$ cat config.mk
export PLATFORM = sky130hd
export DESIGN_NAME = pport_irq_port
export DESIGN_NICKNAME = d
export VERILOG_FILES = /design/src/rtl/pport_pkg.sv /design/src/rtl/pport_decode.sv /design/src/rtl/pport_regs.sv /design/src/rtl/pport_irq.sv /design/src/rtl/pport_rdmux.sv /design/src/rtl/pport_irq_port.sv
export SDC_FILE = /design/constraint.sdc
export NUM_CORES = 1
export LEC_CHECK = 0
export BUFFER_PORTS_ARGS = -buffer_cell sky130_fd_sc_hd__buf_2
export CAP_MARGIN = 0
export CELL_PAD_IN_SITES_DETAIL_PLACEMENT = 2
export CELL_PAD_IN_SITES_GLOBAL_PLACEMENT = 2
export CORE_ASPECT_RATIO = 0.5
export CORE_MARGIN = 8
export CORE_UTILIZATION = 30
export DETAILED_ROUTE_END_ITERATION = 16
export GPL_ROUTABILITY_DRIVEN = 0
export PLACE_DENSITY = 0.85
export SYNTH_ARGS = -nofsm -noshare
export SYNTH_HDL_FRONTEND = slang
export SYNTH_SLANG_ARGS = --single-unit
$ cat constraint.sdc
create_clock -name clk -period 2.8 [get_ports clk]
set_input_delay 0.14 -clock clk [delete_from_list [all_inputs] [get_ports clk]]
set_output_delay 0.14 -clock clk [all_outputs]
set_load 0.1 [all_outputs]
$ cat src/rtl/pport_pkg.sv
package pport_pkg;
  localparam int unsigned WORD_W   = 32;
  localparam int unsigned IDX_DATA = 0;
  localparam int unsigned IDX_DIR  = 1;
  localparam int unsigned IDX_IEN  = 5;
  localparam int unsigned IDX_TRIG = 7;

  // one-hot register select from the address decode
  typedef struct packed {
    logic data;
    logic dir;
    logic ien;
    logic trig;
    logic none;
  } sel_t;
endpackage

$ cat src/rtl/pport_decode.sv
module pport_decode
  import pport_pkg::*;
#(
  parameter int unsigned ADDR_W = 3
) (
  input  logic [ADDR_W-1:0] address,
  output sel_t              sel
);
  // single mutually exclusive decode: one branch per access
  always_comb begin
    sel = '0;
    case (address)
      ADDR_W'(IDX_DATA): sel.data = 1'b1;
      ADDR_W'(IDX_DIR):  sel.dir  = 1'b1;
      ADDR_W'(IDX_IEN):  sel.ien  = 1'b1;
      ADDR_W'(IDX_TRIG): sel.trig = 1'b1;
      default:           sel.none = 1'b1;
    endcase
  end
endmodule

$ cat src/rtl/pport_regs.sv
module pport_regs
  import pport_pkg::*;
(
  input  logic              clk,
  input  logic              rst,
  input  logic              write,
  input  sel_t              sel,
  input  logic [WORD_W-1:0] writedata,
  output logic [WORD_W-1:0] data_q,
  output logic [WORD_W-1:0] dir_q,
  output logic              ien_q
);
  always_ff @(posedge clk) begin
    if (rst) begin
      data_q <= '0;
      dir_q  <= '0;
      ien_q  <= 1'b0;
    end else if (write) begin
      if (sel.data) data_q <= writedata;
      if (sel.dir)  dir_q  <= writedata;
      if (sel.ien)  ien_q  <= writedata[0];
    end
  end
endmodule

$ cat src/rtl/pport_irq.sv
module pport_irq
  import pport_pkg::*;
(
  input  logic clk,
  input  logic rst,
  input  logic read,
  input  logic write,
  input  sel_t sel,
  input  logic wd_bit0,
  input  logic ien,
  output logic pending_q,
  output logic irq
);
  logic trig_hit;
  logic ack_hit;

  assign trig_hit = write & sel.trig & wd_bit0;
  assign ack_hit  = (read | write) & sel.trig;

  // held request: set by a trigger, dropped only by the acknowledging access
  always_ff @(posedge clk) begin
    if (rst)           pending_q <= 1'b0;
    else if (trig_hit) pending_q <= 1'b1;
    else if (ack_hit)  pending_q <= 1'b0;
  end

  assign irq = pending_q & ien;
endmodule

$ cat src/rtl/pport_rdmux.sv
module pport_rdmux
  import pport_pkg::*;
(
  input  sel_t              sel,
  input  logic [WORD_W-1:0] data_q,
  input  logic [WORD_W-1:0] dir_q,
  input  logic              ien_q,
  input  logic              pending_q,
  output logic [WORD_W-1:0] readdata
);
  always_comb begin
    readdata = '0;
    unique case (1'b1)
      sel.data: readdata = data_q;
      sel.dir:  readdata = dir_q;
      sel.ien:  readdata = {{(WORD_W-1){1'b0}}, ien_q};
      sel.trig: readdata = {{(WORD_W-1){1'b0}}, pending_q};
      default:  readdata = '0;
    endcase
  end
endmodule

$ cat src/rtl/pport_irq_port.sv
module pport_irq_port
  import pport_pkg::*;
#(
  parameter int unsigned ADDR_W = 3,
  parameter int unsigned PIN_W  = 16
) (
  input  logic              clk,
  input  logic              rst,
  input  logic [ADDR_W-1:0] address,
  input  logic              read,
  input  logic              write,
  input  logic [31:0]       writedata,
  output logic [31:0]       readdata,
  output logic [PIN_W-1:0]  pin_out,
  output logic [PIN_W-1:0]  pin_oe,
  output logic              irq
);
  sel_t              sel;
  logic [WORD_W-1:0] data_q;
  logic [WORD_W-1:0] dir_q;
  logic              ien_q;
  logic              pending_q;

  pport_decode #(.ADDR_W(ADDR_W)) u_decode (
    .address (address),
    .sel     (sel)
  );

  pport_regs u_regs (
    .clk       (clk),
    .rst       (rst),
    .write     (write),
    .sel       (sel),
    .writedata (writedata),
    .data_q    (data_q),
    .dir_q     (dir_q),
    .ien_q     (ien_q)
  );

  pport_irq u_irq (
    .clk       (clk),
    .rst       (rst),
    .read      (read),
    .write     (write),
    .sel       (sel),
    .wd_bit0   (writedata[0]),
    .ien       (ien_q),
    .pending_q (pending_q),
    .irq       (irq)
  );

  pport_rdmux u_rdmux (
    .sel       (sel),
    .data_q    (data_q),
    .dir_q     (dir_q),
    .ien_q     (ien_q),
    .pending_q (pending_q),
    .readdata  (readdata)
  );

  assign pin_out = data_q[PIN_W-1:0];
  assign pin_oe  = dir_q[PIN_W-1:0];
endmodule

## After elaboration in Yosys (flattened, before gate mapping)

Cells that the tools add are included.

| cells by class | value |
|---|---|
| eq/ne operators | 3 |
| mux-type cells | 7 |
| bitwise logic cells | 5 |
| reduce and logical (&&, ||, !) cells | 5 |

Operators with widths:

| operator | count |
|---|---|
| $pmux W32 S4 | 1 |
| $eq A3 B3 Y1 const B | 2 |
| $mux W1 | 6 |
| $reduce_and A2 Y1 | 3 |
| $and A1 B1 Y1 | 4 |
| $eq A3 B1 Y1 const B | 1 |
| $logic_not A3 Y1 | 1 |
| $reduce_bool A2 Y1 | 1 |
| $or A1 B1 Y1 | 1 |

| word-level totals | value |
|---|---|
| bits in registers | 66 |
| bits of input ports | 39 |
| output and inout bits | 65 |
| logic and storage cells | 24 |

## Logic depth before layout (Yosys ltp)

Gate-level depths: netlist of run 1.

| depth | value |
|---|---|
| word-level depth | 5 |
| mapped depth | 6 |
| mapped depth without buffers | 3 |

## Modules after synthesis

A second synthesis of run 1 with hierarchy kept.

| unflattened totals | value |
|---|---|
| cell total of the unflattened synthesis | 301 |
| area, all modules | 3155.5 sq um |

Modules (own cells, without submodules):

| module | instances | cells an instance | area an instance (sq um) | sequential area each (sq um) |
|---|---|---|---|---|
| pport_regs | 1 | 249 | 2696.3 | 1301.2 |
| pport_rdmux | 1 | 40 | 365.4 | 0.0 |
| pport_irq | 1 | 6 | 53.8 | 20.0 |
| pport_decode | 1 | 6 | 40.0 | 0.0 |

## Worst setup path before layout of run 1

OpenSTA, ideal clock, no wires.

| path | value |
|---|---|
| kind | register to output |
| start | register u_regs.data_q[0] |
| end | output port readdata[0] |
| arrival time | 2.701 ns |
| data required time | 2.660 ns |
| path slack | -0.041 ns |
| cell stages (with the launch flop) | 3 |
| path buffers | 0 |
| path through | dfxtp_1 -> mux2i_1 -> o32ai_1 |

| between the ends | value |
|---|---|
| word-level cells in the longest chain between the ends | 1 |

Ends and longest elaborated chain:

| item | line | text |
|---|---|---|
| start, declared | pport_regs.sv:9 | `output logic [WORD_W-1:0] data_q,` |
| start signal, assigned | pport_regs.sv:19 | `if (sel.data) data_q <= writedata;` |
| $pmux W32 S4 | pport_rdmux.sv:13 | `unique case (1'b1)` |
| end, declared | pport_irq_port.sv:13 | `output logic [31:0] readdata,` |

Every way passes these cells.

## Worst setup path in the final report of run 1

| path | value |
|---|---|
| start | input port address[0] |
| end | output port readdata[21] |

| between the ends | value |
|---|---|
| word-level cells in the longest chain between the ends | 3 |
| elaborated cells on any way between the ends | 9 |
| classes of those cells | eq/ne: 3; mux: 5; reduce/logical: 1 |

Ends and longest elaborated chain:

| item | line | text |
|---|---|---|
| start, declared | pport_irq_port.sv:9 | `input logic [ADDR_W-1:0] address,` |
| $eq A3 B3 Y1, or another cell as far along | n/a |  |
| $mux W1 | pport_decode.sv:12 | `case (address)` |
| $pmux W32 S4 * | pport_rdmux.sv:13 |  |

Every way passes the cells marked *; elsewhere a longest branch is shown, timed or not.

==> reports/qor.yml, run 1 <==
required_ns: 2.66
power.leakage_uw: 0.001553
crit_path_frequent_cell: "buf_2"
synth_fp_nets: 409
cp_max_fo: 20
synth_area_leader_cell: "dfxtp_1"
clk_path_buf_depth: 2
clk_pin_slew_worst_paths_ns: 0.05
clkPwrFrac_pct: 47.8
start_util_pct: 31.33
grt_antenna_before_repair: 0
root_buffer: "clkbuf_16"
fin_crit_ns: 1.734
busiest_layer: "met2"
synth_compound_area_share_pct: 20.61
cpPeakStageDelay_ns: 0.43
combinationalPowerShare_pct: 10.5
area_growth_pct: 22.19
pwr_density_cell_mw_per_mm2: 637.7
grtUsageMet1_pct: 15.94
p_sw_uw: 582.1
multi_input_area_sq_mm: 0.001287
avgSynthCellArea_sq_um: 8.106
met3_usage_pct: 4.268
critPathBufInv: 3
most-common-layout-cells: "122 x nand2_1, 103 x buf_2, 66 x dfxtp_1"
synth_edf_count: 0
clock_skew_ns: 0
setup_viol: 0
ioPinCount: 104
cp.arrival_ns: 1.59
wl_per_cell_um: 16.85
clock-sinks: 66
drt_iter0_drc: 52
cp-end-kind: "primary output"
via_per_inst: 4.736
regArea_sq_mm: 0.001321
yosys.area_share.simple_pct: 20.07
die_area_sq_mm: 0.01365
pwr-share-seq_pct: 41.7
status: "complete, no violations"
grt_pass1_wl_mm: 15.24
synth_mux_area_share_pct: 1.001
clk_latency_ns: 0.32
cts_hold_buf: 0
synth.cell_area_sq_mm: 0.002999
drt_wl_total_mm: 9.586
maxCapViolations: 0
fill_cells: 1124
grt_pass1_vias: 2892
final_net_count: 468
path_class: "input port to primary output"
power_switching_share_pct: 24.91
postCtsSetupBuffers: 0
synth.area.top_cells: "dfxtp_1 44%, nand2_1 15%, a21oi_1 11%"
hold_viol: 0
critPathTopFamily: "buffers and inverters"
synthArstFlopShare_pct: 0
synth_top_family_by_area: "compound AO/OA/AOI/OAI gates"
gr-usage-met2_pct: 25.60
slew_headroom_pct: 49.78
fin_crit_sh_pct: 61.94
synth_xor_area_share_pct: 0
ys_warn_count: 0
fmax_mhz: 576.6
synthFlopType: "dfxtp_1"
finalInstanceArea_sq_mm: 0.003665
maxSlewViolCount: 0
internal_power_uw: 1755
peakVddDrop_v: 0.0003068
place_area_sq_mm: 0.003366
die_w_um: 157.4
grtUsageTotal_pct: 14.11
cp_cell_sequence: "buf_2 -> nor3b_2 -> buf_4 -> a22o_1 -> buf_2"
ys_seq_elements: 66
yosysTopAreaCellShare_pct: 44.06
tightest_slew_ns: 0.7502
synth_cells: 370
drive_above_1_share_pct: 31.80
setup_tns_ns: 0
grt_max_degree: 42
diodes: 0
port_buffers: 103
remaining_drc_errors: 0
hold_class: "input port to register"
dp_hpwl_mm: 6.802
final_common_cell: "nand2_1"
yosysSeqAreaShare_pct: 44.06
cts_tree: "done"
row_count: 25
start_kind: "input port"
grt-ovfl-total: 0
synthAdderAreaFrac_pct: 0
first_pass_iters: 4
rsz0062_at_grt: "no"
ant_nets: 0
synth_cell_types: 24
cts-htree-levels: 3
ctsResizeCount: 0
die_h_um: 86.70
core_sq_mm: 0.009572
cpMaxStageDelayCell: "buf_2"
vias: 2695
numCtsBuffers: 9
## tightest hold or removal path, cell delays in order
cell,delay (ns)
buf_2,0.11
nand2_1,0.05
a21oi_1,0.05
## sequential cells by signal, indices dropped and copies added, names as in the netlist
name	flops
u_regs.ien_q	1
u_regs.data_q	32
u_regs.dir_q	32
u_irq.pending_q	1
## layer usage
metal	part of all wire, %	vias to the layer above	wire length, um
met5	0	-	0
met4	0.61	0	58
met3	4.7	4	455
met2	51	49	4910
met1	43	1316	4161
li1	-	1326	-
## cell families after synthesis
kind of cell	count (synthesis)
multiplexers	3
AND/OR/NAND/NOR	140
flip-flops	66
buffers and inverters	63
AO/OA/AOI/OAI	98
## metrics by stage
step	utilization (%)	std cells	hold WS, ns	total power [uW]	setup WS [ns]
after global routing	38.29	569	0.06382	2440	0.9964
after detailed placement	35.16	553	0.4029	1242	1.013
after floorplan	-	370	0.2759	1178	0.9681
after CTS	38.29	569	0.05533	2388	1.071
after global placement	35.16	553	0.3948	1235	1.117
final	38.29	569	0.07066	2337	1.066
## cells in the mapped netlist, types with 2 or more instances
cell	instances
buf_2	15
nor2_1	2
clkbuf_1	8
a22o_1	31
dfxtp_1	66
nand2_1	122
buf_6	4
buf_4	35
mux2i_1	3
nand2_2	7
a21oi_1	64
## path summary, 6_finish.rpt
check	slack [ns]	depth (start not counted)	start	end
max	1.07	5	address[0]	readdata[21]
min	0.07	3	writedata[19]	u_regs.data_q[19]
max reg2reg	2.11	2	u_regs.dir_q[0]	u_regs.dir_q[0]
min reg2reg	0.46	2	u_regs.data_q[19]	u_regs.data_q[19]
## final cells by class
class | count | area share (%)
well taps | 135 | 4.609
flip-flops and latches | 66 | 36.05
repair buffers | 111 | 16.05
multi-input cells | 241 | 35.13
clock inverters | 2 | 0.9560
clock buffers | 14 | 7.204
## power groups by stage
| stage | registers [uW] | logic, uW | clock network [uW] |
|---|---|---|---|
| final | 974 | 245 | 1120 |
| after global routing | 975 | 261 | 1200 |
| after CTS | 973 | 249 | 1160 |
| after detailed placement | 994 | 249 | 0 |
| after global placement | 993 | 242 | 0 |
| after floorplan | 989 | 189 | 0 |
No activity file was read; power rests on OpenSTA's default activity.
==> inputs of run 2 (changes only) <==
CORE_UTILIZATION = 28   (was 30)
PLACE_DENSITY = 0.8   (was 0.85)
clock period = 1.6 ns   (was 2.8 ns; I/O delays follow)
==> reports/qor.yml, run 2 (synthesis results as in run 1) <==
status: "complete, no violations"
row_count: 26  # +4.0%
clock-sinks: 66  # unchanged
fin_crit_ns: 1.489
fmax_mhz: 671.6
tightest_slew_ns: 0.5086  # -0.2416 ns
met2_length_mm: 5.608  # +14%
grt_antenna_before_repair: 0  # unchanged
area_growth_pct: 45.31
setup_tns_ns: 0  # unchanged
rsz0062_at_grt: "no"
setup_ws_ns: 0.1110  # -0.9547 ns
drt_wl_total_mm: 10.65  # +11%
maxCapViolations: 0  # unchanged
ioPinCount: 104  # unchanged
clk_path_buf_depth: 2  # unchanged
final_net_count: 481  # +2.8%
ant_nets: 0  # unchanged
first_pass_iters: 4  # unchanged
power.leakage_uw: 0.001731  # +11%
peakVddDrop_v: 0.0005663  # +85%
die_w_um: 162.4  # +3.2%
clk_pin_slew_worst_paths_ns: 0.06  # about the same
grt_max_degree: 49  # +17%
reg.largest.list: "u_regs.data_q (32), u_regs.dir_q (32)"
port_buffers: 103  # unchanged
via_per_inst: 4.802  # +1.4%
grt_pass1_wl_mm: 16.91  # +11%
drt_iter0_drc: 40  # -23%
drive_above_1_share_pct: 39.37  # +7.6 points
top_layer: "met4"
root_buffer: "clkbuf_16"
place_area_sq_mm: 0.003936  # +17%
pwr_density_cell_mw_per_mm2: 1008  # +58%
most-common-layout-cells: "122 x nand2_1, 71 x buf_2, 66 x dfxtp_1"
core_sq_mm: 0.01031  # +7.7%
hold_viol: 0  # unchanged
cts_tree: "done"
grt_pass1_vias: 3219  # +11%
wl_met3_um: 412  # -9.5%
wl_per_cell_um: 18.14  # +7.7%
remaining_drc_errors: 0  # unchanged
clk_latency_ns: 0.32  # about the same
fin_crit_sh_pct: 93.06
diodes: 0  # unchanged
maxSlewViolCount: 0  # unchanged
dpl_worst_slack_ns: 0.1609  # -0.8525 ns
grt-ovfl-total: 0  # unchanged
slew_headroom_pct: 66.33  # +17 points
postLayoutCoreUtil_pct: 42.26  # +4.0 points
path_class: "register to primary output"
postCtsSetupBuffers: 0  # unchanged
dp_hpwl_mm: 7.289  # +7.2%
numCtsBuffers: 9  # unchanged
die_area_sq_mm: 0.01448  # +6.1%
fill_cells: 1137  # +1.2%
cp-end-kind: "primary output"
vias: 2819  # +4.6%
cp_max_fo: 3  # -85%
cp.arrival_ns: 1.41  # -0.18 ns
start_kind: "register"
final_common_cell: "nand2_1"
required_ns: 1.52  # -1.14 ns
hold_class: "input port to register"
start_util_pct: 29.08  # -2.3 points
setup_viol: 0  # unchanged
cts-htree-levels: 3  # unchanged
grtUsageTotal_pct: 14.76  # +0.65 points
met1Wirelength_mm: 4.556  # +9.5%
clock_skew_ns: 0  # unchanged
finalInstanceArea_sq_mm: 0.004358  # +19%
die_h_um: 89.18  # +2.9%
## run 2: worst paths after layout
check,slack (ns),cells past startpoint,to,start
max reg2reg,0.92,2,u_regs.data_q[0],u_regs.data_q[0]
min reg2reg,0.46,2,u_regs.dir_q[17],u_regs.dir_q[17]
min,0.01,3,u_regs.dir_q[21],writedata[21]
max,0.11,3,readdata[0],u_regs.data_q[0]
## run 2: per-layer routing
metal	track usage, %	up-vias
li1	-	1354
met1	16.03	1407
met2	28.32	52
met3	3.860	6
met4	4.087	0
met5	0	-
## run 2: final cells by class
| type | count | area (sq um) | area share [%] |
|---|---|---|---|
| tap | 140 | 175.2 | 4.020 |
| clock buffer | 12 | 266.5 | 6.115 |
| multi-input combinational | 241 | 1336 | 30.66 |
| timing repair buffer | 124 | 1186 | 27.22 |
| sequential | 66 | 1321 | 30.32 |
| clock inverter | 4 | 72.57 | 1.665 |
## run 2: stage by stage
step | hold slack [ns] | power [uW] | cells
floorplan | 0.2159 | 2066 | 370
global placement | 0.3343 | 2202 | 563
detailed placement | 0.3428 | 2214 | 563
CTS | 0.0009324 | 4466 | 587
global route | 0.008776 | 4548 | 587
finish | 0.01181 | 4392 | 587
## run 2: power breakdown
| part | internal, uW | switching [uW] | leakage [uW] |
|---|---|---|---|
| clock | 1490 | 711 | 0.000165 |
| sequential | 1680 | 24.4 | 0.000534 |
| combinational | 144 | 345 | 0.00103 |
## run 2: what timing repair did
item                                   in CTS  in global routing
gates resized for setup                     1                  0
endpoints found under the hold margin      12                  0
hold buffers                                8                  0
setup endpoints to repair                   1                  0
## run 2: critical path, cell delays in order, from the launching register on
cell and delay, ns:
dfxtp_1 0.39, mux2i_1 0.14, o32ai_4 0.23, buf_4 0.33
==> inputs of run 3 (changes only) <==
BUFFER_PORTS_ARGS = -buffer_cell sky130_fd_sc_hd__buf_4   (was -buffer_cell sky130_fd_sc_hd__buf_2)
==> reports/qor.yml, run 3 (synthesis results as in run 1) <==
grtUsageMet1_pct: 15.93  # -0.092 points
met3_usage_pct: 3.539  # -0.32 points
p_sw_uw: 1070  # -1.0%
grt_pass1_wl_mm: 16.13  # -4.6%
die_area_sq_mm: 0.01448  # unchanged
remaining_drc_errors: 0  # unchanged
place_area_sq_mm: 0.003744  # -4.9%
cp_max_fo: 3  # unchanged
power_switching_share_pct: 26.26  # +1.6 points
clock_skew_ns: 0  # unchanged
first_pass_iters: 4  # unchanged
hold_viol: 0  # unchanged
cts_hold_buf: 2  # -6
drt_iter0_drc: 82  # +110%
clk_path_buf_depth: 2  # unchanged
row_count: 26  # unchanged
status: "complete, no violations"
final_common_cell: "nand2_1"
cp-end-kind: "primary output"
fin_crit_sh_pct: 93.75  # +0.69 points
diodes: 0  # unchanged
grt_max_degree: 34  # -31%
die_w_um: 162.4  # unchanged
cts_tree: "done"
start_util_pct: 29.08  # unchanged
start_kind: "register"
path_class: "register to primary output"
setup_viol: 0  # unchanged
numCtsBuffers: 9  # unchanged
rsz0062_at_grt: "no"
reg.largest.list: "u_regs.data_q (32), u_regs.dir_q (32)"
gr-usage-met2_pct: 26.07  # -2.3 points
dp_hpwl_mm: 7.326  # +0.51%
maxSlewViolCount: 0  # unchanged
grt_pass1_vias: 3068  # -4.7%
clk_latency_ns: 0.32  # about the same
busiest_layer: "met2"
hold_class: "input port to register"
power_uw: 4075  # -7.2%
postCtsSetupBuffers: 0  # unchanged
wl_per_cell_um: 17.47  # -3.7%
most-common-layout-cells: "122 x nand2_1, 116 x buf_4, 66 x dfxtp_1"
fin_crit_ns: 1.500  # +0.01103 ns
core_sq_mm: 0.01031  # unchanged
internal_power_uw: 3005  # -9.2%
pwr_density_cell_mw_per_mm2: 1005  # -0.29%
area_growth_pct: 35.21
final_net_count: 477  # -0.83%
grt-ovfl-total: 0  # unchanged
ctsResizeCount: 0  # -1
cts-htree-levels: 3  # unchanged
power.leakage_uw: 0.001638  # -5.4%
fill_cells: 1193  # +4.9%
dpl_worst_slack_ns: 0.1591  # -0.001823 ns
via_per_inst: 4.748  # -1.1%
tightest_slew_ns: 0.4301  # -0.07845 ns
root_buffer: "clkbuf_16"
vias: 2768  # -1.8%
die_h_um: 89.18  # unchanged
clock-sinks: 66  # unchanged
cp.arrival_ns: 1.42  # about the same
finalInstanceArea_sq_mm: 0.004055  # -6.9%
port_buffers: 103  # unchanged
maxCapViolations: 0  # unchanged
drive_above_1_share_pct: 40.18  # +0.81 points
required_ns: 1.52  # about the same
ioPinCount: 104  # unchanged
peakVddDrop_v: 0.0004434  # -22%
setup_tns_ns: 0  # unchanged
slew_headroom_pct: 71.32  # +5.0 points
setup_ws_ns: 0.09994  # -0.01103 ns
ant_nets: 0  # unchanged
drt_wl_total_mm: 10.19  # -4.3%
pwr-share-seq_pct: 41.8  # +3.0 points
clkPwrFrac_pct: 46.1  # -4.0 points
grt_antenna_before_repair: 0  # unchanged
combinationalPowerShare_pct: 12.1  # +1.0 points
clk_pin_slew_worst_paths_ns: 0.06  # about the same
grtUsageTotal_pct: 14.03  # -0.73 points
fmax_mhz: 666.6  # -0.74%
==> run 3: cell types whose count changed in the layout (fill, tap and decap cells not counted), sizes merged <==
| cell | delta |
|---|---|
| buf | +2 |
| bufinv | -2 |
| clkinv | +1 |
| clkinvlp | +1 |
| dlygate4sd3 | -6 |
==> run 3: critical path: stages (launching register included) <==
cell and delay, ns:
dfxtp_1 0.40, mux2i_1 0.15, o32ai_4 0.23, buf_4 0.33
==> run 3: final cells by class <==
cell class | instances | area (sq um) | share of cell area (%)
flip-flops and latches | 66 | 1321 | 32.58
multi-input cells | 241 | 1336 | 32.95
clock inverters | 4 | 25.02 | 0.6171
clock buffers | 12 | 266.5 | 6.572
well taps | 140 | 175.2 | 4.320
repair buffers | 120 | 930.9 | 22.96
==> run 3: power by group through the flow <==
stage	clock, uW	combinational, uW	sequential (uW)
finish	1880	494	1700
floorplan	0	335	1730
global placement	0	486	1740
global route	2010	525	1710
CTS	1940	501	1700
detailed placement	0	496	1740
==> run 3: layer usage <==
layer  part of all wire, %  up-vias
met3                   4.4       10
met2                    51       59
met4                   1.0        0
li1                      -     1344
met5                     0        -
met1                    43     1355
==> run 3: path summary, 6_finish.rpt <==
path	from	end	cells after the start	slack, ns
worst min-delay path	writedata[19]	u_regs.dir_q[19]	3	0.01
worst min register to register	u_regs.dir_q[26]	u_regs.dir_q[26]	2	0.46
worst max register to register	u_regs.data_q[3]	u_regs.data_q[3]	2	0.91
worst max-delay path	u_regs.data_q[0]	readdata[0]	3	0.1
==> run 3: per-stage QoR <==
stage	instances	utilization (%)	hold WS, ns
finish	583	39.32	0.01166
global route	583	39.32	0.01656
CTS	583	39.32	0.0007139
detailed placement	565	36.30	0.3506
global placement	565	36.30	0.3402
floorplan	370	-	0.2159
